**src/rtl/fir7_pkg.sv**
```systemverilog
package fir7_pkg;

  localparam int COEF_W = 8;

  // Fixed coefficient set; index 0 weights the newest sample.
  function automatic logic signed [COEF_W-1:0] tapCoef(input int idx);
    case (idx)
      0:       tapCoef = 8'sd54;
      1:       tapCoef = 8'sd64;
      2:       tapCoef = -8'sd7;
      3:       tapCoef = -8'sd16;
      4:       tapCoef = 8'sd15;
      5:       tapCoef = -8'sd3;
      6:       tapCoef = -8'sd7;
      default: tapCoef = '0;
    endcase
  endfunction

  // Sum of absolute coefficient values, used for output range bounds.
  function automatic int coefAbsSum(input int taps);
    int acc;
    acc = 0;
    for (int i = 0; i < taps; i++) begin
      acc += (tapCoef(i) < 0) ? -int'(tapCoef(i)) : int'(tapCoef(i));
    end
    return acc;
  endfunction

  // Stage strobes from control to datapath.
  typedef struct packed {
    logic shiftEn;   // advance the history register
    logic mulEn;     // capture the product register
    logic partEn;    // capture the partial sums
    logic finEn;     // capture the final sum
  } firStrobe_t;

endpackage

```
**src/rtl/fir7_control.sv**
```systemverilog
module fir7_control
  import fir7_pkg::*;
#(
  parameter int LAT = 3
) (
  input  logic       clk,
  input  logic       rst,
  input  logic       inValid,
  output firStrobe_t stb,
  output logic       outValid
);

  logic [LAT-1:0] validPipe;

  always_ff @(posedge clk) begin
    if (rst) begin
      validPipe <= '0;
    end else begin
      validPipe <= {validPipe[LAT-2:0], inValid};
    end
  end

  always_comb begin
    stb.shiftEn = inValid;
    stb.mulEn   = inValid;
    stb.partEn  = validPipe[0];
    stb.finEn   = validPipe[1];
  end

  assign outValid = validPipe[LAT-1];

endmodule

```
**src/rtl/fir7_datapath.sv**
```systemverilog
module fir7_datapath
  import fir7_pkg::*;
#(
  parameter int DATA_W = 8,
  parameter int TAPS   = 7,
  parameter int GROUP  = 3,
  parameter int SUM_W  = 18
) (
  input  logic                     clk,
  input  logic                     rst,
  input  firStrobe_t               stb,
  input  logic signed [DATA_W-1:0] inSample,
  output logic signed [SUM_W-1:0]  outSum
);

  localparam int PROD_W = DATA_W + COEF_W;
  localparam int NGROUP = (TAPS + GROUP - 1) / GROUP;

  logic signed [DATA_W-1:0] histQ  [TAPS-1];
  logic signed [DATA_W-1:0] window [TAPS];
  logic signed [PROD_W-1:0] prodQ  [TAPS];
  logic signed [SUM_W-1:0]  partD  [NGROUP];
  logic signed [SUM_W-1:0]  partQ  [NGROUP];
  logic signed [SUM_W-1:0]  finD;
  logic signed [SUM_W-1:0]  finQ;

  // Window: tap 0 is the incoming sample, higher taps are stored history.
  assign window[0] = inSample;
  for (genvar t = 1; t < TAPS; t++) begin : g_win
    assign window[t] = histQ[t-1];
  end

  // History register.
  always_ff @(posedge clk) begin
    if (rst) begin
      for (int i = 0; i < TAPS-1; i++) histQ[i] <= '0;
    end else if (stb.shiftEn) begin
      histQ[0] <= inSample;
      for (int i = 1; i < TAPS-1; i++) histQ[i] <= histQ[i-1];
    end
  end

  // Constant multipliers, one per tap, registered.
  for (genvar t = 0; t < TAPS; t++) begin : g_tap
    localparam logic signed [COEF_W-1:0] CVAL = tapCoef(t);
    logic signed [PROD_W-1:0] prodNext;
    assign prodNext = window[t] * CVAL;
    always_ff @(posedge clk) begin
      if (rst) begin
        prodQ[t] <= '0;
      end else if (stb.mulEn) begin
        prodQ[t] <= prodNext;
      end
    end
  end

  // Partial-sum stage: groups of GROUP products.
  for (genvar g = 0; g < NGROUP; g++) begin : g_part
    always_comb begin
      partD[g] = '0;
      for (int j = 0; j < GROUP; j++) begin
        if (g * GROUP + j < TAPS) begin
          partD[g] = partD[g] + SUM_W'(prodQ[g*GROUP+j]);
        end
      end
    end
    always_ff @(posedge clk) begin
      if (rst) begin
        partQ[g] <= '0;
      end else if (stb.partEn) begin
        partQ[g] <= partD[g];
      end
    end
  end

  // Final-sum stage.
  always_comb begin
    finD = '0;
    for (int g = 0; g < NGROUP; g++) begin
      finD = finD + partQ[g];
    end
  end

  always_ff @(posedge clk) begin
    if (rst) begin
      finQ <= '0;
    end else if (stb.finEn) begin
      finQ <= finD;
    end
  end

  assign outSum = finQ;

endmodule

```
**src/rtl/fir7_stream.sv**
```systemverilog
module fir7_stream
  import fir7_pkg::*;
#(
  parameter int DATA_W = 8,
  parameter int TAPS   = 7,
  parameter int GROUP  = 3,
  parameter int SUM_W  = 18
) (
  input  logic                     clk,
  input  logic                     rst,
  input  logic                     inValid,
  input  logic signed [DATA_W-1:0] inSample,
  output logic                     outValid,
  output logic signed [SUM_W-1:0]  outSum
);

  firStrobe_t stb;

  fir7_control #(
    .LAT (3)
  ) u_ctrl (
    .clk      (clk),
    .rst      (rst),
    .inValid  (inValid),
    .stb      (stb),
    .outValid (outValid)
  );

  fir7_datapath #(
    .DATA_W (DATA_W),
    .TAPS   (TAPS),
    .GROUP  (GROUP),
    .SUM_W  (SUM_W)
  ) u_dp (
    .clk      (clk),
    .rst      (rst),
    .stb      (stb),
    .inSample (inSample),
    .outSum   (outSum)
  );

endmodule

```
**config.mk**
```make
export PLATFORM = sky130hd
export DESIGN_NAME = fir7_stream
export DESIGN_NICKNAME = d
export VERILOG_FILES = /design/src/rtl/fir7_pkg.sv /design/src/rtl/fir7_control.sv /design/src/rtl/fir7_datapath.sv /design/src/rtl/fir7_stream.sv
export SDC_FILE = /design/constraint.sdc
export NUM_CORES = 1
export LEC_CHECK = 0
export BUFFER_PORTS_ARGS = -buffer_cell sky130_fd_sc_hd__buf_2
export CORE_ASPECT_RATIO = 0.5
export CORE_MARGIN = 1.5
export CORE_UTILIZATION = 39
export CTS_BUF_LIST = sky130_fd_sc_hd__clkbuf_8
export DETAILED_ROUTE_END_ITERATION = 16
export GPL_ROUTABILITY_DRIVEN = 0
export GPL_TIMING_DRIVEN = 0
export PLACE_DENSITY = 0.64
export SKIP_CTS_REPAIR_TIMING = 1
export SLEW_MARGIN = 20
export SYNTH_ARGS = -nofsm -noshare
export SYNTH_HDL_FRONTEND = slang
export SYNTH_SLANG_ARGS = --single-unit
```
**constraint.sdc**
```tcl
create_clock -name clk -period 7.95 [get_ports clk]
set_input_delay 1.59 -clock clk [delete_from_list [all_inputs] [get_ports clk]]
set_output_delay 1.59 -clock clk [all_outputs]
set_load 0.03 [all_outputs]
```
=== Yosys cells after proc, flatten, opt, wreduce, memory -nomap -nowiden ===
Memory sizes are Yosys's and may differ from the RTL's.
Index checks and enable logic that the tools add are counted.

* Add/subtract/negate cells: 7
* $mul: 5
* Multiplexer cells: 24
* Bitwise operators: 16

{| class="wikitable"
|+ Operator list
! operator !! count
|-
| 16-bit 2-to-1 mux || 7
|-
| 18-bit 2-to-1 mux || 3
|-
| 8-bit 2-to-1 mux || 6
|-
| 17-bit by 16-bit adder with 18-bit output || 2
|-
| 18-bit adder || 2
|-
| 16-bit by 16-bit adder with 17-bit output || 2
|-
| 8-bit by 4-bit multiplier with 12-bit output (second input constant) || 2
|-
| 1-bit OR || 16
|-
| 8-bit by 6-bit multiplier with 14-bit output (second input constant) || 1
|-
| 8-bit by 5-bit multiplier with 13-bit output (second input constant) || 1
|-
| 8-bit negation with 12-bit output || 1
|-
| 8-bit by 3-bit multiplier with 11-bit output (second input constant) || 1
|-
| 1-bit 2-to-1 mux || 8
|}

* Bits in registers: 21
* Memory bits (writable): 214
* Memories kept: 3

{| class="wikitable"
|+ Memory list
! memory !! words !! width !! rd ports !! clocked after memory_dff !! write ports !! RTL line !! RTL
|-
| u_dp.prodQ || 7 || 16 || 7 || 0 || 7 || fir7_datapath.sv:21 || <nowiki>logic signed [PROD_W-1:0] prodQ [TAPS];</nowiki>
|-
| u_dp.partQ || 3 || 18 || 3 || 0 || 3 || fir7_datapath.sv:23 || <nowiki>logic signed [SUM_W-1:0] partQ [NGROUP];</nowiki>
|-
| u_dp.histQ || 6 || 8 || 6 || 0 || 6 || fir7_datapath.sv:19 || <nowiki>logic signed [DATA_W-1:0] histQ [TAPS-1];</nowiki>
|}

=== Logic depth before layout (Yosys ltp) ===
* Word-level depth: 4
* Depth in mapped cells: 13
* Depth with buffers taken out: 13

=== Modules after synthesis ===
A second synthesis with hierarchy kept.

* Cell total of the unflattened synthesis: 1,134
* Area, all modules: 13,193.9 um^2

{| class="wikitable"
|+ By module, submodules not included
! module !! times used !! cells each !! area each (um^2) !! sequential area each (um^2)
|-
| fir7_datapath || 1 || 1,126 || 13,100.1 || 5,705.5
|-
| fir7_control || 1 || 8 || 93.8 || 60.1
|}

=== Least setup slack after synthesis ===
Ideal clock, no wire load.

* Path kind: input port to flip-flop
* From: in inSample[1]
* To: mem u_dp.prodQ[0][15] in the netlist's numbering, data pin
* Arrival: 4.311 ns
* Data required time: 7.672 ns
* Path slack: 3.362 ns
* Stages: 12
* Buffers on the path: 0
* Cell sequence: ha_1 inv_1 fa_1 fa_1 inv_1 ha_1 nor2b_1 o21a_1 o21ai_0 a211oi_1 mux2i_1 o311ai_0

{| class="wikitable"
|+ RTL lines
! what !! RTL line !! RTL
|-
| start: declaration || fir7_stream.sv:12 || <nowiki>input logic signed [DATA_W-1:0] inSample,</nowiki>
|-
| end: declaration || fir7_datapath.sv:21 ||
|}

==> impl_metrics.py <==
metrics = {
    "yosys": {
        "synthDistinctLibCells": 55,
        "synth_compound_area_share_pct": 10.1,
        "postSynthCellCount": 1127,
        "ys_seq_area_share_pct": 41.8,
        "ys_async_sr_fraction_pct": 0,
        "yosys.area_share.simple_pct": 12.0,
        "synth_edf_count": 162,
        "syn_nets": 1364,
        "yosysWarnings": 0,
        "synth.most_common_cell": "edfxtp_1",
        "syn_area_per_cell_um2": 11.2,
        "synth_mux_area_share_pct": 1.11,
        "yosysTopAreaCellShare_pct": 38.5,
        "yosysTopAreaCell": "edfxtp_1",
        "synth_top_family_by_area": "adder cells",
        "synth_seq_cells": 183,
        "synth_xor_area_share_pct": 4.29,
        "synthTopCellsByArea": "edfxtp_1 38%, ha_1 16%, fa_1 11%",
        "syn_area_um2": 12600,
        "yosys_most_used_dff": "edfxtp_1",
        "synthAdderAreaFrac_pct": 26.4,
        "synth_common_cells": "162 x edfxtp_1, 158 x ha_1, 121 x inv_1",
    },
    "layout": {
        "seqCellArea_um2": 5290,
        "n_antenna_cell": 0,
        "final_util_pct": 43.4,
        "layout.nets": 1414,
        "synthToLayoutAreaGrowth_pct": 9.17,
        "drive_gt1_share_pct": 6.13,
        "multi_input_area_um2": 6820,
        "nFillCells": 2965,
    },
    "route": {
        "drt_iter0_markers": 445,
        "wirelength_mm": 25.8,
        "avgViaCountPerCell": 5.04,
        "first_pass_iters": 5,
        "antenna_left": 0,
        "wl_per_cell_um": 15.9,
        "vias": 8178,
        "drc_errors": 0,
    },
    "pwr": {
        "ir_drop_v": 0.000127,
        "p_leak_uw": 0.00603,
        "power_density_nw_per_um2": 217,
    },
    "placed_design": {
        "post-place-ws_ns": 2.88,
        "dp_hpwl_mm": 20.9,
        "portBuffers": 29,
    },
    "global_routing": {
        "track_usage_pct": 15.9,
        "grt_pass1_vias": 8182,
        "antenna_found_initial": 1,
        "met1_usage_pct": 21.4,
        "grt.met3_usage_pct": 2.95,
        "overflow": 0,
        "grt_max_degree": 60,
        "busiest_layer": "met2",
        "grt_pass1_wl_mm": 41.6,
        "use_met2_pct": 27.0,
    },
    "critical_path": {
        "cp.required_ns": 8.14,
        "cp.arrival_ns": 4.73,
        "cp_max_fo": 4,
        "path_cells": "buf_2 -> ha_1 -> inv_1 -> fa_1 -> fa_1 -> inv_1 -> ha_1 -> nor2b_1 -> o21a_1 -> o21ai_0 -> a211oi_1 -> mux2i_1 -> o311ai_0",
        "crit_type": "input pin to flop",
        "start_kind": "input pin",
        "path_delay_family": "adder cells",
        "critical-path-slowest-cell": "fa_1",
        "critical-path-max-stage-delay_ns": 0.54,
        "end_kind": "flop",
        "path_buf_inv": 3,
    },
    "timing": {
        "finalMaxSlewViolations": 0,
        "maxSlewHeadroom_pct": 29.2,
        "fin_crit_sh_pct": 57.1,
        "fmax_ghz": 0.220,
        "worst_pin_slew_ns": 1.06,
        "whs_ns": 0.468,
        "hold_violations": 0,
        "layout_min_cycle_time_ns": 4.54,
        "fin_ws_ns": 3.41,
        "setup-violations-final": 0,
        "fin_worst_skew_ns": 0.0108,
        "tns_ns": 0,
        "rsz0062_at_grt": "false",
    },
    "clock_tree": {
        "cts_buffers": 17,
        "clkSinkCount": 183,
        "clk_path_buf_depth": 2,
        "clkLatencyLatePin_ns": 0.47,
        "clkTransAtPathRegs_ns": 0.10,
        "cts_tree": "yes",
        "cts_root_buf": "clkbuf_8",
        "cts_max_level": 4,
    },
    "floorplanning": {
        "start_util_pct": 39.8,
        "die_h_um": 130,
        "rows": 46,
        "io_pins": 30,
        "core_um2": 31800,
        "die_w_um": 258,
        "die_area_um2": 33600,
    },
    "run": {
        "max_cap_violations": 0,
    },
    "hold_path": {
        "hold_path_class": "flop to flop",
    },
    "status": {
        "status": "finished clean",
    },
}
-- tightest hold or removal path, cell delays in order (launching register included) --
cell	delay (ns)
dfxtp_1	0.32
nand2_1	0.06
a21oi_1	0.05
-- where the power goes --
group | switching (uW) | internal, uW | leakage (uW)
Combinational | 632 | 472 | 0.00388
Sequential | 65.3 | 1150 | 0.00194
Clock | 372 | 295 | 0.000215
-- logic make-up (layout without fill, tap and decap cells) --
| logic type | after synthesis | after routing |
|---|---|---|
| adder cells (fa/ha/maj) | 226 | 226 |
| XOR/XNOR | 62 | 62 |
| buffers and inverters | 144 | 207 |
| AND/OR/NAND/NOR | 306 | 306 |
| flip-flops | 183 | 183 |
| multiplexers | 14 | 14 |
| AO/OA/AOI/OAI | 192 | 192 |
-- through the flow --
stage	power, uW	instances	area, um2
after global routing	3200	1622	13800
after CTS	3010	1622	13800
after floorplan	2070	1127	12600
after global placement	2300	1588	13300
after detailed placement	2340	1590	13400
final	2990	1622	13800
-- worst paths after layout --
kind / from / to / slack [ns] / depth (start not counted)
setup reg to reg: u_dp.histQ[0][25]$_SDFFCE_PN0P_ / u_dp.prodQ[1][14]$_SDFFCE_PN0P_ / 4.15 / 13
hold reg to reg: u_dp.outSum[11]$_SDFFE_PP0P_ / u_dp.outSum[11]$_SDFFE_PP0P_ / 0.47 / 2
setup / recovery: inSample[2] / u_dp.prodQ[0][15]$_SDFFCE_PN0P_ / 3.41 / 13
hold / removal: u_dp.outSum[11]$_SDFFE_PP0P_ / u_dp.outSum[11]$_SDFFE_PP0P_ / 0.47 / 2
-- routing by layer --
metal | share of wire [%] | routed length (um)
met2 | 46 | 11800
met3 | 4.7 | 1220
met5 | 0 | 0
met4 | 1.0 | 269
met1 | 48 | 12400
-- layout make-up --
type	count	share of cell area (%)
tap	432	3.92
sequential	183	38.3
inverter	121	3.29
clock inverter	15	1.32
multi-input combinational	800	49.4
timing repair buffer	31	1.45
clock buffer	17	1.70
buffer	23	0.635
-- cell usage in the layout (no fill, tap or decap), types with 5 or more instances in the layout --
cell type  Yosys  routed
and2_1        61      61
inv_1        121     121
mux2i_1       14      14
o21bai_1      11      11
nand2b_1      10      10
inv_8          0       5
a21oi_1       49      49
a211oi_1      25      25
clkbuf_1      15      15
nor4_1         5       5
nor2_1       116     116
xor2_1        21      21
nor3b_1       13      13
nor3_1        31      31
buf_1          7       7
edfxtp_1     162     162
nand2_1       34      34
o21a_1        11      11
nor2b_1        6       6
o211ai_1       9       9
nand3_1        9       9
clkbuf_8       0      17
xnor2_1       41      41
a21boi_0       8       8
dfxtp_1       21      21
o21ai_0       27      27
ha_1         158     158
fa_1          68      68
a21o_1        23      23
buf_2          0      29
-- sequential cells by signal, indices dropped and copies added, names as in the netlist --
| register | flops |
|---|---|
| u_dp.histQ | 32 |
| u_dp.outSum | 18 |
| u_dp.partQ | 48 |
| u_ctrl.validPipe | 3 |
| u_dp.prodQ | 82 |
Note: power is estimated with default switching activity, not from simulation.
